===== config.mk =====
export PLATFORM = sky130hd
export DESIGN_NAME = tod_counter
export DESIGN_NICKNAME = d
export VERILOG_FILES = /design/src/rtl/tod_pkg.sv /design/src/rtl/tod_regs.sv /design/src/rtl/tod_rate.sv /design/src/rtl/tod_accum.sv /design/src/rtl/tod_counter.sv
export SDC_FILE = /design/constraint.sdc
export NUM_CORES = 1
export LEC_CHECK = 0
export BUFFER_PORTS_ARGS = -buffer_cell sky130_fd_sc_hd__buf_2
export CAP_MARGIN = 40
export CORE_UTILIZATION = 55
export CTS_BUF_LIST = sky130_fd_sc_hd__clkbuf_4
export CTS_CLUSTER_SIZE = 14
export DETAILED_ROUTE_END_ITERATION = 12
export PLACE_DENSITY = 0.73
export SETUP_SLACK_MARGIN = 0.02
export SLEW_MARGIN = 5
export SYNTH_ARGS = -nofsm -noshare
export SYNTH_HDL_FRONTEND = slang
export SYNTH_SLANG_ARGS = --single-unit

===== constraint.sdc =====
create_clock -name clk -period 9.55 [get_ports clk]
set_input_delay 1.4325 -clock clk [delete_from_list [all_inputs] [get_ports clk]]
set_output_delay 1.4325 -clock clk [all_outputs]
set_load 0.005 [all_outputs]

===== src/rtl/tod_pkg.sv =====
`timescale 1ns/1ps
package tod_pkg;
   typedef enum logic [2:0] {
      REG_CTRL   = 3'd0,
      REG_VALUE  = 3'd1,
      REG_PERIOD = 3'd2,
      REG_CORR   = 3'd3,
      REG_STEP   = 3'd4
   } tod_reg_e;

   localparam int unsigned CB_RUN     = 0;
   localparam int unsigned CB_RESTART = 1;
   localparam int unsigned CB_SNAP    = 2;
   localparam int unsigned CB_FOLD    = 3;
   localparam int unsigned CB_FWD     = 4;

   localparam int unsigned CORR_LSB   = 8;
endpackage


===== src/rtl/tod_regs.sv =====
`timescale 1ns/1ps
module tod_regs
   import tod_pkg::*;
#(
   parameter int unsigned CNT_W      = 32,
   parameter int unsigned STEP_W     = 7,
   parameter int unsigned CORR_W     = 32,
   parameter logic [CNT_W-1:0] PERIOD_RST = CNT_W'(32'h8000_0000)
) (
   input  logic              clk,
   input  logic              rst_n,
   input  logic              bus_wr,
   input  logic [2:0]        bus_addr,
   input  logic [31:0]       bus_wdata,
   output logic [31:0]       bus_rdata,
   input  logic [CNT_W-1:0]  snapshot,
   output logic              run,
   output logic              fold_en,
   output logic              fwd_en,
   output logic              restart,
   output logic              snap_req,
   output logic              load,
   output logic [CNT_W-1:0]  load_val,
   output logic [CNT_W-1:0]  period,
   output logic [CORR_W-1:0] corr_per,
   output logic [STEP_W-1:0] step_norm,
   output logic [STEP_W-1:0] step_corr
);
   logic wr_ctrl;

   assign wr_ctrl  = bus_wr && (bus_addr == REG_CTRL);
   assign restart  = wr_ctrl && bus_wdata[CB_RESTART];
   assign load     = bus_wr && (bus_addr == REG_VALUE);
   assign load_val = bus_wdata[CNT_W-1:0];

   always_ff @(posedge clk or negedge rst_n) begin
      if (!rst_n) begin
         run       <= 1'b0;
         fold_en   <= 1'b0;
         fwd_en    <= 1'b0;
         snap_req  <= 1'b0;
         period    <= PERIOD_RST;
         corr_per  <= '0;
         step_norm <= '0;
         step_corr <= '0;
      end else begin
         snap_req <= wr_ctrl && bus_wdata[CB_SNAP];
         if (wr_ctrl) begin
            run     <= bus_wdata[CB_RUN];
            fold_en <= bus_wdata[CB_FOLD];
            fwd_en  <= bus_wdata[CB_FWD];
         end
         if (bus_wr && (bus_addr == REG_PERIOD)) period   <= bus_wdata[CNT_W-1:0];
         if (bus_wr && (bus_addr == REG_CORR))   corr_per <= bus_wdata[CORR_W-1:0];
         if (bus_wr && (bus_addr == REG_STEP)) begin
            step_norm <= bus_wdata[STEP_W-1:0];
            step_corr <= bus_wdata[CORR_LSB +: STEP_W];
         end
      end
   end

   always_comb begin
      bus_rdata = '0;
      case (bus_addr)
         REG_CTRL: begin
            bus_rdata[CB_RUN]  = run;
            bus_rdata[CB_FOLD] = fold_en;
            bus_rdata[CB_FWD]  = fwd_en;
         end
         REG_VALUE:  bus_rdata = 32'(snapshot);
         REG_PERIOD: bus_rdata = 32'(period);
         REG_CORR:   bus_rdata = 32'(corr_per);
         REG_STEP: begin
            bus_rdata[STEP_W-1:0]          = step_norm;
            bus_rdata[CORR_LSB +: STEP_W]  = step_corr;
         end
         default:    bus_rdata = '0;
      endcase
   end
endmodule


===== src/rtl/tod_rate.sv =====
`timescale 1ns/1ps
module tod_rate #(
   parameter int unsigned STEP_W = 7,
   parameter int unsigned CORR_W = 32
) (
   input  logic              clk,
   input  logic              rst_n,
   input  logic              run,
   input  logic              restart,
   input  logic [CORR_W-1:0] corr_per,
   input  logic [STEP_W-1:0] step_norm,
   input  logic [STEP_W-1:0] step_corr,
   output logic [STEP_W-1:0] step
);
   logic [CORR_W-1:0] phase;
   logic              hit;

   assign hit  = (corr_per != '0) && (phase >= corr_per);
   assign step = hit ? step_corr : step_norm;

   always_ff @(posedge clk or negedge rst_n) begin
      if (!rst_n)       phase <= '0;
      else if (restart) phase <= '0;
      else if (run)     phase <= hit ? '0 : phase + 1'b1;
   end
endmodule


===== src/rtl/tod_accum.sv =====
`timescale 1ns/1ps
module tod_accum #(
   parameter int unsigned CNT_W        = 32,
   parameter int unsigned STEP_W       = 7,
   parameter bit          KEEP_RESIDUE = 1'b1
) (
   input  logic              clk,
   input  logic              rst_n,
   input  logic              run,
   input  logic              restart,
   input  logic              load,
   input  logic [CNT_W-1:0]  load_val,
   input  logic [STEP_W-1:0] step,
   input  logic              fold_en,
   input  logic [CNT_W-1:0]  period,
   input  logic              snap_req,
   output logic [CNT_W-1:0]  count,
   output logic [CNT_W-1:0]  snapshot,
   output logic              fold_evt
);
   localparam int unsigned SUM_W = CNT_W + 1;

   logic [SUM_W-1:0] sum;
   logic [SUM_W-1:0] folded;
   logic             fold_hit;

   assign sum      = {1'b0, count} + SUM_W'(step);
   assign fold_hit = run && fold_en && (sum >= {1'b0, period});

   if (KEEP_RESIDUE) begin : g_residue
      assign folded = sum - {1'b0, period};
   end else begin : g_zero
      assign folded = '0;
   end

   always_ff @(posedge clk or negedge rst_n) begin
      if (!rst_n) begin
         count    <= '0;
         snapshot <= '0;
         fold_evt <= 1'b0;
      end else begin
         fold_evt <= fold_hit && !restart && !load;
         if (snap_req) snapshot <= count;
         if (restart)        count <= '0;
         else if (load)      count <= load_val;
         else if (run)       count <= fold_hit ? folded[CNT_W-1:0] : sum[CNT_W-1:0];
      end
   end
endmodule


===== src/rtl/tod_counter.sv =====
`timescale 1ns/1ps
module tod_counter
   import tod_pkg::*;
#(
   parameter int unsigned CNT_W        = 32,
   parameter int unsigned STEP_W       = 7,
   parameter int unsigned CORR_W       = 32,
   parameter bit          KEEP_RESIDUE = 1'b1,
   parameter logic [CNT_W-1:0] PERIOD_RST = CNT_W'(32'h8000_0000)
) (
   input  logic        clk,
   input  logic        rst_n,
   input  logic        bus_wr,
   input  logic [2:0]  bus_addr,
   input  logic [31:0] bus_wdata,
   output logic [31:0] bus_rdata,
   output logic        cmp_wrap_evt
);
   if (CNT_W < 8 || CNT_W > 32) begin : g_bad_cnt
      $error("tod_counter: CNT_W must lie in 8..32");
   end
   if (STEP_W < 1 || STEP_W > CORR_LSB) begin : g_bad_step
      $error("tod_counter: STEP_W must lie in 1..8");
   end
   if (CORR_W < 1 || CORR_W > 32) begin : g_bad_corr
      $error("tod_counter: CORR_W must lie in 1..32");
   end

   logic              run, fold_en, fwd_en, restart, snap_req, load;
   logic [CNT_W-1:0]  load_val, period, count, snapshot;
   logic [CORR_W-1:0] corr_per;
   logic [STEP_W-1:0] step_norm, step_corr, step;
   logic              fold_evt;

   tod_regs #(
      .CNT_W(CNT_W), .STEP_W(STEP_W), .CORR_W(CORR_W), .PERIOD_RST(PERIOD_RST)
   ) u_regs (
      .clk(clk), .rst_n(rst_n), .bus_wr(bus_wr), .bus_addr(bus_addr),
      .bus_wdata(bus_wdata), .bus_rdata(bus_rdata), .snapshot(snapshot),
      .run(run), .fold_en(fold_en), .fwd_en(fwd_en), .restart(restart),
      .snap_req(snap_req), .load(load), .load_val(load_val), .period(period),
      .corr_per(corr_per), .step_norm(step_norm), .step_corr(step_corr)
   );

   tod_rate #(.STEP_W(STEP_W), .CORR_W(CORR_W)) u_rate (
      .clk(clk), .rst_n(rst_n), .run(run), .restart(restart),
      .corr_per(corr_per), .step_norm(step_norm), .step_corr(step_corr),
      .step(step)
   );

   tod_accum #(.CNT_W(CNT_W), .STEP_W(STEP_W), .KEEP_RESIDUE(KEEP_RESIDUE)) u_accum (
      .clk(clk), .rst_n(rst_n), .run(run), .restart(restart), .load(load),
      .load_val(load_val), .step(step), .fold_en(fold_en), .period(period),
      .snap_req(snap_req), .count(count), .snapshot(snapshot), .fold_evt(fold_evt)
   );

   assign cmp_wrap_evt = fold_evt && fwd_en;
endmodule


==> qor.csv, run 1 <==
metric,value,unit
setup_violations,0,
critical_path.max_stage_delay,0.61,ns
status,finished clean,
num_vias,10366,
fin_crit_sh,0.841,
rsz0062_at_grt,no,
worstPathMaxFanout,40,
antenna_found_initial,1,
core_region_area,0.0212,mm²
clock_skew,0.0400,ns
cts_buffer_depth,2,
nets,1479,
path_clk_slew,0.14,ns
hold_violations,0,
whs_path_depth,1,
pwr-share-seq,0.326,
regToRegStartpoint,u_regs.corr_per[21],
finalCriticalPeriod,8.03,ns
drtIter0Drc,940,
io_pins,71,
grt_pass1_wl,55800,µm
finalWeightedCongestion,0.985,
grt_max_degree,71,
numCtsBuffers,17,
portBuffers,70,
r2r_cells,31,
syn_to_final_growth,7.36,%
remaining_drc_errors,0,
synth_cells,1330,
insertion_delay,0.62,ns
synth_seq_area_share,0.373,
slowest_stage,nor4_1,
drt-total-wl,35600,µm
path_buf_inv,1,
rr_endpoint,u_accum.count[9],
synth_largest_area_cell,dfrtp_1,
arrival,8.52,ns
powerDensity,284,mW/mm²
overflow,0,
cts_repair_resize_count,0,
power,0.00366,W
required,10.04,ns
hold_buffers,0,
p_int,0.00201,W
dp.cells,1623,
synthDominantCellAreaShare,0.370,
fp.dieH,150,µm
yosys.cell_types.count,69,
rows,53,
max_freq,125,MHz
routedWlPerCell,21.5,µm
synth_area_per_cell,9.04,µm²
swShare,0.452,
dieArea,0.0225,mm²
drt_first_pass_iters,6,
vias_per_cell,6.26,
synthesis.area,0.0120,mm²
worstSetupStartpointType,flop,
clock_sinks,179,
min_to,u_accum.snapshot[31],
fin_cells,1655,
syn_nets,1442,
clockRootBuffer,clkbuf_4,
setup_ws,1.52,ns
synth.most_common_cell,dfrtp_1,
synth-async-reset-ratio,1.00,
comb_power_share,0.549,
cap_violations,0,
track_usage,0.328,
cts-htree-levels,4,
initial_utilization,0.567,
regToRegSetupSlack,1.52,ns
worst_slew_pin_slew,0.848,ns
grt_pass1_vias,9940,
power.static_leakage,6.03,nW
path_common_cell,a21o_1,
place_hpwl,25600,µm
peakVddDrop,0.146,mV
maxSlewHeadroom,0.435,
ant_nets,0,
p_sw,0.00165,W
synth_edf_count,0,
preCtsSetupSlack,1.69,ns
slew_violations,0,
cts_tree,built,
crit_type,reg -> reg,
hold_start,u_accum.snapshot[31],
post_cts_buffers,0,
netlist_top_cells_count,"178 x dfrtp_1, 137 x nand2_1, 112 x o21ai_0",
crit_family,compound AO/OA/AOI/OAI gates,
hold_class,reg -> reg,
fillers,1854,
fin_tns_setup,0,ns
drive_above_1_share,0.164,
end_kind,flop,
yosysWarningCount,0,
p_clk_frac,0.125,
synth_flop_cell,dfrtp_1,
ys_ff_latch,179,
synth_area_leaders,"dfrtp_1 37%, mux2_2 8.1%, ha_1 7.5%",
die_x,150,µm
crit_cells,31,
[logic make-up (layout without fill, tap and decap cells)]
family	after synthesis	in the layout	share of synthesized area
multiplexers	112	112	0.103
buffers and inverters	150	199	0.0497
AO/OA/AOI/OAI	348	348	0.186
AND/OR/NAND/NOR	390	390	0.154
adder cells (fa/ha/maj)	74	74	0.0783
flip-flops	179	179	0.373
other	0	1	0
XOR/XNOR	77	77	0.0561
[final cells by class]
cell class / instances / area [µm²] / area share
inverters: 80 / 300 / 0.0233
multi-input cells: 1001 / 6950 / 0.539
clock inverters: 13 / 155 / 0.0120
repair buffers: 88 / 534 / 0.0414
well taps: 275 / 344 / 0.0267
diodes: 1 / 2.50 / 0.000194
clock buffers: 18 / 135 / 0.0105
flip-flops and latches: 179 / 4480 / 0.347
[state kept, by name (all words and copies together) (netlist names)]
signal	count
u_accum.snapshot	32
u_rate.phase	32
u_regs.step_corr	7
u_regs.snap_req	1
u_accum.fold_evt	1
u_regs.fold_en	1
u_regs.period	32
u_regs.corr_per	32
u_accum.count	32
u_regs.fwd_en	1
u_regs.step_norm	7
u_regs.run	1
[power groups by stage]
| stage | Combinational (W) | Sequential, W | Clock (W) |
|---|---|---|---|
| 2_1_floorplan | 0.00155 | 0.00111 | 0 |
| 3_3_place_gp | 0.00192 | 0.00119 | 0 |
| 3_5_place_dp | 0.00196 | 0.00120 | 0 |
| 4_1_cts | 0.00197 | 0.00118 | 0.000464 |
| 5_1_grt | 0.00219 | 0.00122 | 0.000492 |
| 6_report | 0.00201 | 0.00119 | 0.000457 |
[stage by stage]
| step | hold slack [ns] | instance area, µm² | utilization |
|---|---|---|---|
| final | 0.527 | 12900 | 0.608 |
| after global routing | 0.538 | 12900 | 0.608 |
| after CTS | 0.528 | 12900 | 0.608 |
| after detailed placement | 0.497 | 12600 | 0.594 |
| after global placement | 0.489 | 12500 | 0.591 |
| after floorplan | 0.476 | 12000 | - |
[placed cells by master, fill, tap and decap left out, types with 14 or more instances in the layout]
master / synthesis / layout
dfrtp_1: 178 / 177
nand2_1: 137 / 137
o21ai_0: 112 / 112
nor2_1: 91 / 90
mux2_2: 87 / 87
inv_1: 80 / 80
ha_1: 72 / 72
buf_2: 4 / 69
a21oi_1: 67 / 67
xnor2_1: 46 / 46
nand3_1: 43 / 43
a21o_1: 40 / 40
a22oi_1: 31 / 31
xor2_1: 31 / 31
nand4_1: 26 / 26
and3_1: 24 / 24
mux2i_1: 24 / 24
clkbuf_4: 0 / 18
nor3_1: 14 / 14
buf_4: 2 / 14
[worst max path at each step]
| stage | start | to |
|---|---|---|
| after floorplan | u_rate.phase[21] | u_accum.count[21] |
| after global placement | u_regs.corr_per[21] | u_accum.count[31] |
| after detailed placement | u_regs.corr_per[21] | u_accum.count[31] |
| after CTS | u_regs.corr_per[21] | u_accum.count[31] |
| after global routing | u_regs.corr_per[21] | u_accum.count[9] |
| final | u_regs.corr_per[21] | u_accum.count[9] |
[metal layers]
layer / global-route usage / vias to the layer above / wire length, µm
met5: 0 / - / 0
met4: 0.119 / 0 / 1070
met3: 0.0460 / 73 / 2210
met2: 0.519 / 391 / 16300
met1: 0.458 / 5061 / 16000
li1: - / 4841 / -
No activity file was read; power rests on OpenSTA's default activity.
==> inputs of run 2 (changes only) <==
clock period = 8.25 ns   (was 9.55 ns; I/O delays follow)
==> qor.csv, run 2 (synthesis results as in run 1) <==
metric,value,unit,change
cts-htree-levels,4,,unchanged
numCtsBuffers,17,,unchanged
ant_nets,0,,unchanged
final_common_cell,dfrtp_1,,
worst_slew_pin_slew,0.836,ns,-0.0121 ns
required,8.74,ns,-1.30 ns
dieArea,0.0225,mm²,unchanged
grt_max_degree,87,,+23%
finalCriticalPeriod,7.66,ns,-0.367 ns
post-route-util,0.610,,+0.00159
end_kind,flop,,
setup_violations,0,,unchanged
cap_violations,0,,unchanged
hold_violations,0,,unchanged
max_freq,131,MHz,+4.8%
peakVddDrop,0.143,mV,-2.5%
drt-total-wl,36200,µm,+1.9%
drtIter0Drc,947,,+0.74%
critical_path.max_stage_delay,0.60,ns,about the same
grt_pass1_vias,10095,,+1.6%
clock_skew,0.0194,ns,-0.0207 ns
insertion_delay,0.61,ns,about the same
overflow,0,,unchanged
worstPathMaxFanout,20,,-50%
arrival,8.15,ns,-0.37 ns
drive_above_1_share,0.164,,-0.000237
clock_sinks,179,,unchanged
dp.cells,1623,,unchanged
portBuffers,70,,unchanged
place_hpwl,25900,µm,+1.4%
maxSlewHeadroom,0.443,,+0.00807
status,finished clean,,
syn_to_final_growth,7.64,%,
fin_tns_setup,0,ns,unchanged
layout_common_cells,"177 x dfrtp_1, 137 x nand2_1, 112 x o21ai_0",,
fillers,1857,,+0.16%
multi_input_area,0.00698,mm²,+0.38%
slew_violations,0,,unchanged
io_pins,71,,unchanged
fin_crit_sh,0.929,,+0.0880
cts_buffer_depth,2,,unchanged
rows,53,,unchanged
grt_pass1_wl,56600,µm,+1.5%
path_clk_slew,0.17,ns,+0.03 ns
ff_latch_area,0.00448,mm²,unchanged
track_usage,0.336,,+0.00774
path_common_cell,a21o_1,,
slowest_stage,o211a_2,,
hold_buffers,0,,unchanged
regToRegSetupSlack,0.59,ns,-0.93 ns
worstSetupStartpointType,flop,,
post_cts_buffers,0,,unchanged
core_region_area,0.0212,mm²,unchanged
powerDensity,328,mW/mm²,+16%
cts_repair_resize_count,0,,unchanged
drt_first_pass_iters,5,,-1
clockRootBuffer,clkbuf_4,,
cts_tree,built,,
routedWlPerCell,21.9,µm,+1.7%
remaining_drc_errors,0,,unchanged
rsz0062_at_grt,no,,
vias_per_cell,6.30,,+0.52%
hold_class,in -> async,,
nets,1480,,+0.068%
antenna_found_initial,1,,unchanged
power,0.00425,W,+16%
finalWeightedCongestion,0.996,,+1.1%
power.static_leakage,6.02,nW,-0.14%
crit_type,reg -> reg,,
fp.dieH,150,µm,unchanged
num_vias,10439,,+0.70%
die_x,150,µm,unchanged
initial_utilization,0.567,,unchanged
whs,0.431,ns,-0.0965 ns
fin_cells,1658,,+0.18%
run 2: stage by stage:
stage               setup WS (ns)  instance area, µm²
floorplan                    1.70               12000
global placement            0.706               12500
detailed placement          0.502               12600
CTS                         0.456               12900
global route               0.0521               12900
finish                      0.587               12900
run 2: critical path, delay by kind of cell (launching register included):
family,cells,cell delay [ns]
compound gates,14,3.04
simple gates,9,2.17
mux,2,0.66
xor+xnor,1,0.16
fa+ha+maj,3,0.94
buf+inv,1,0.07
flops,1,0.47
run 2: final timing paths:
kind                                     startpoint                   end  cells after the start
worst min register to register    u_accum.count[30]  u_accum.snapshot[30]                      1
max in group asynchronous                     rst_n       u_rate.phase[3]                      3
worst min-delay path                          rst_n  u_accum.snapshot[24]                      1
min in group clk                  u_accum.count[30]  u_accum.snapshot[30]                      1
worst max register to register  u_regs.corr_per[21]     u_accum.count[18]                     30
worst max-delay path            u_regs.corr_per[21]     u_accum.count[18]                     30
run 2: area by class of cell:
type / count / area share
multi-input cells: 1002 / 0.539
clock inverters: 15 / 0.0120
clock buffers: 17 / 0.00986
well taps: 275 / 0.0266
repair buffers: 88 / 0.0423
inverters: 80 / 0.0232
flip-flops and latches: 179 / 0.346
diodes: 2 / 0.000387
run 2: power by group:
part,internal (W),switching [W],total (W)
logic,0.00101,0.00131,0.00232
clock network,0.000183,0.000345,0.000528
registers,0.00112,0.000272,0.00140
run 2: routing by layer:
metal | wire length (µm) | vias up | GRT usage | part of all wire
met4 | 1150 | 0 | 0.133 | 0.032
met3 | 2750 | 81 | 0.0524 | 0.076
met1 | 16000 | 5064 | 0.468 | 0.44
li1 | - | 4836 | - | -
met5 | 0 | - | 0 | 0
met2 | 16300 | 458 | 0.522 | 0.45
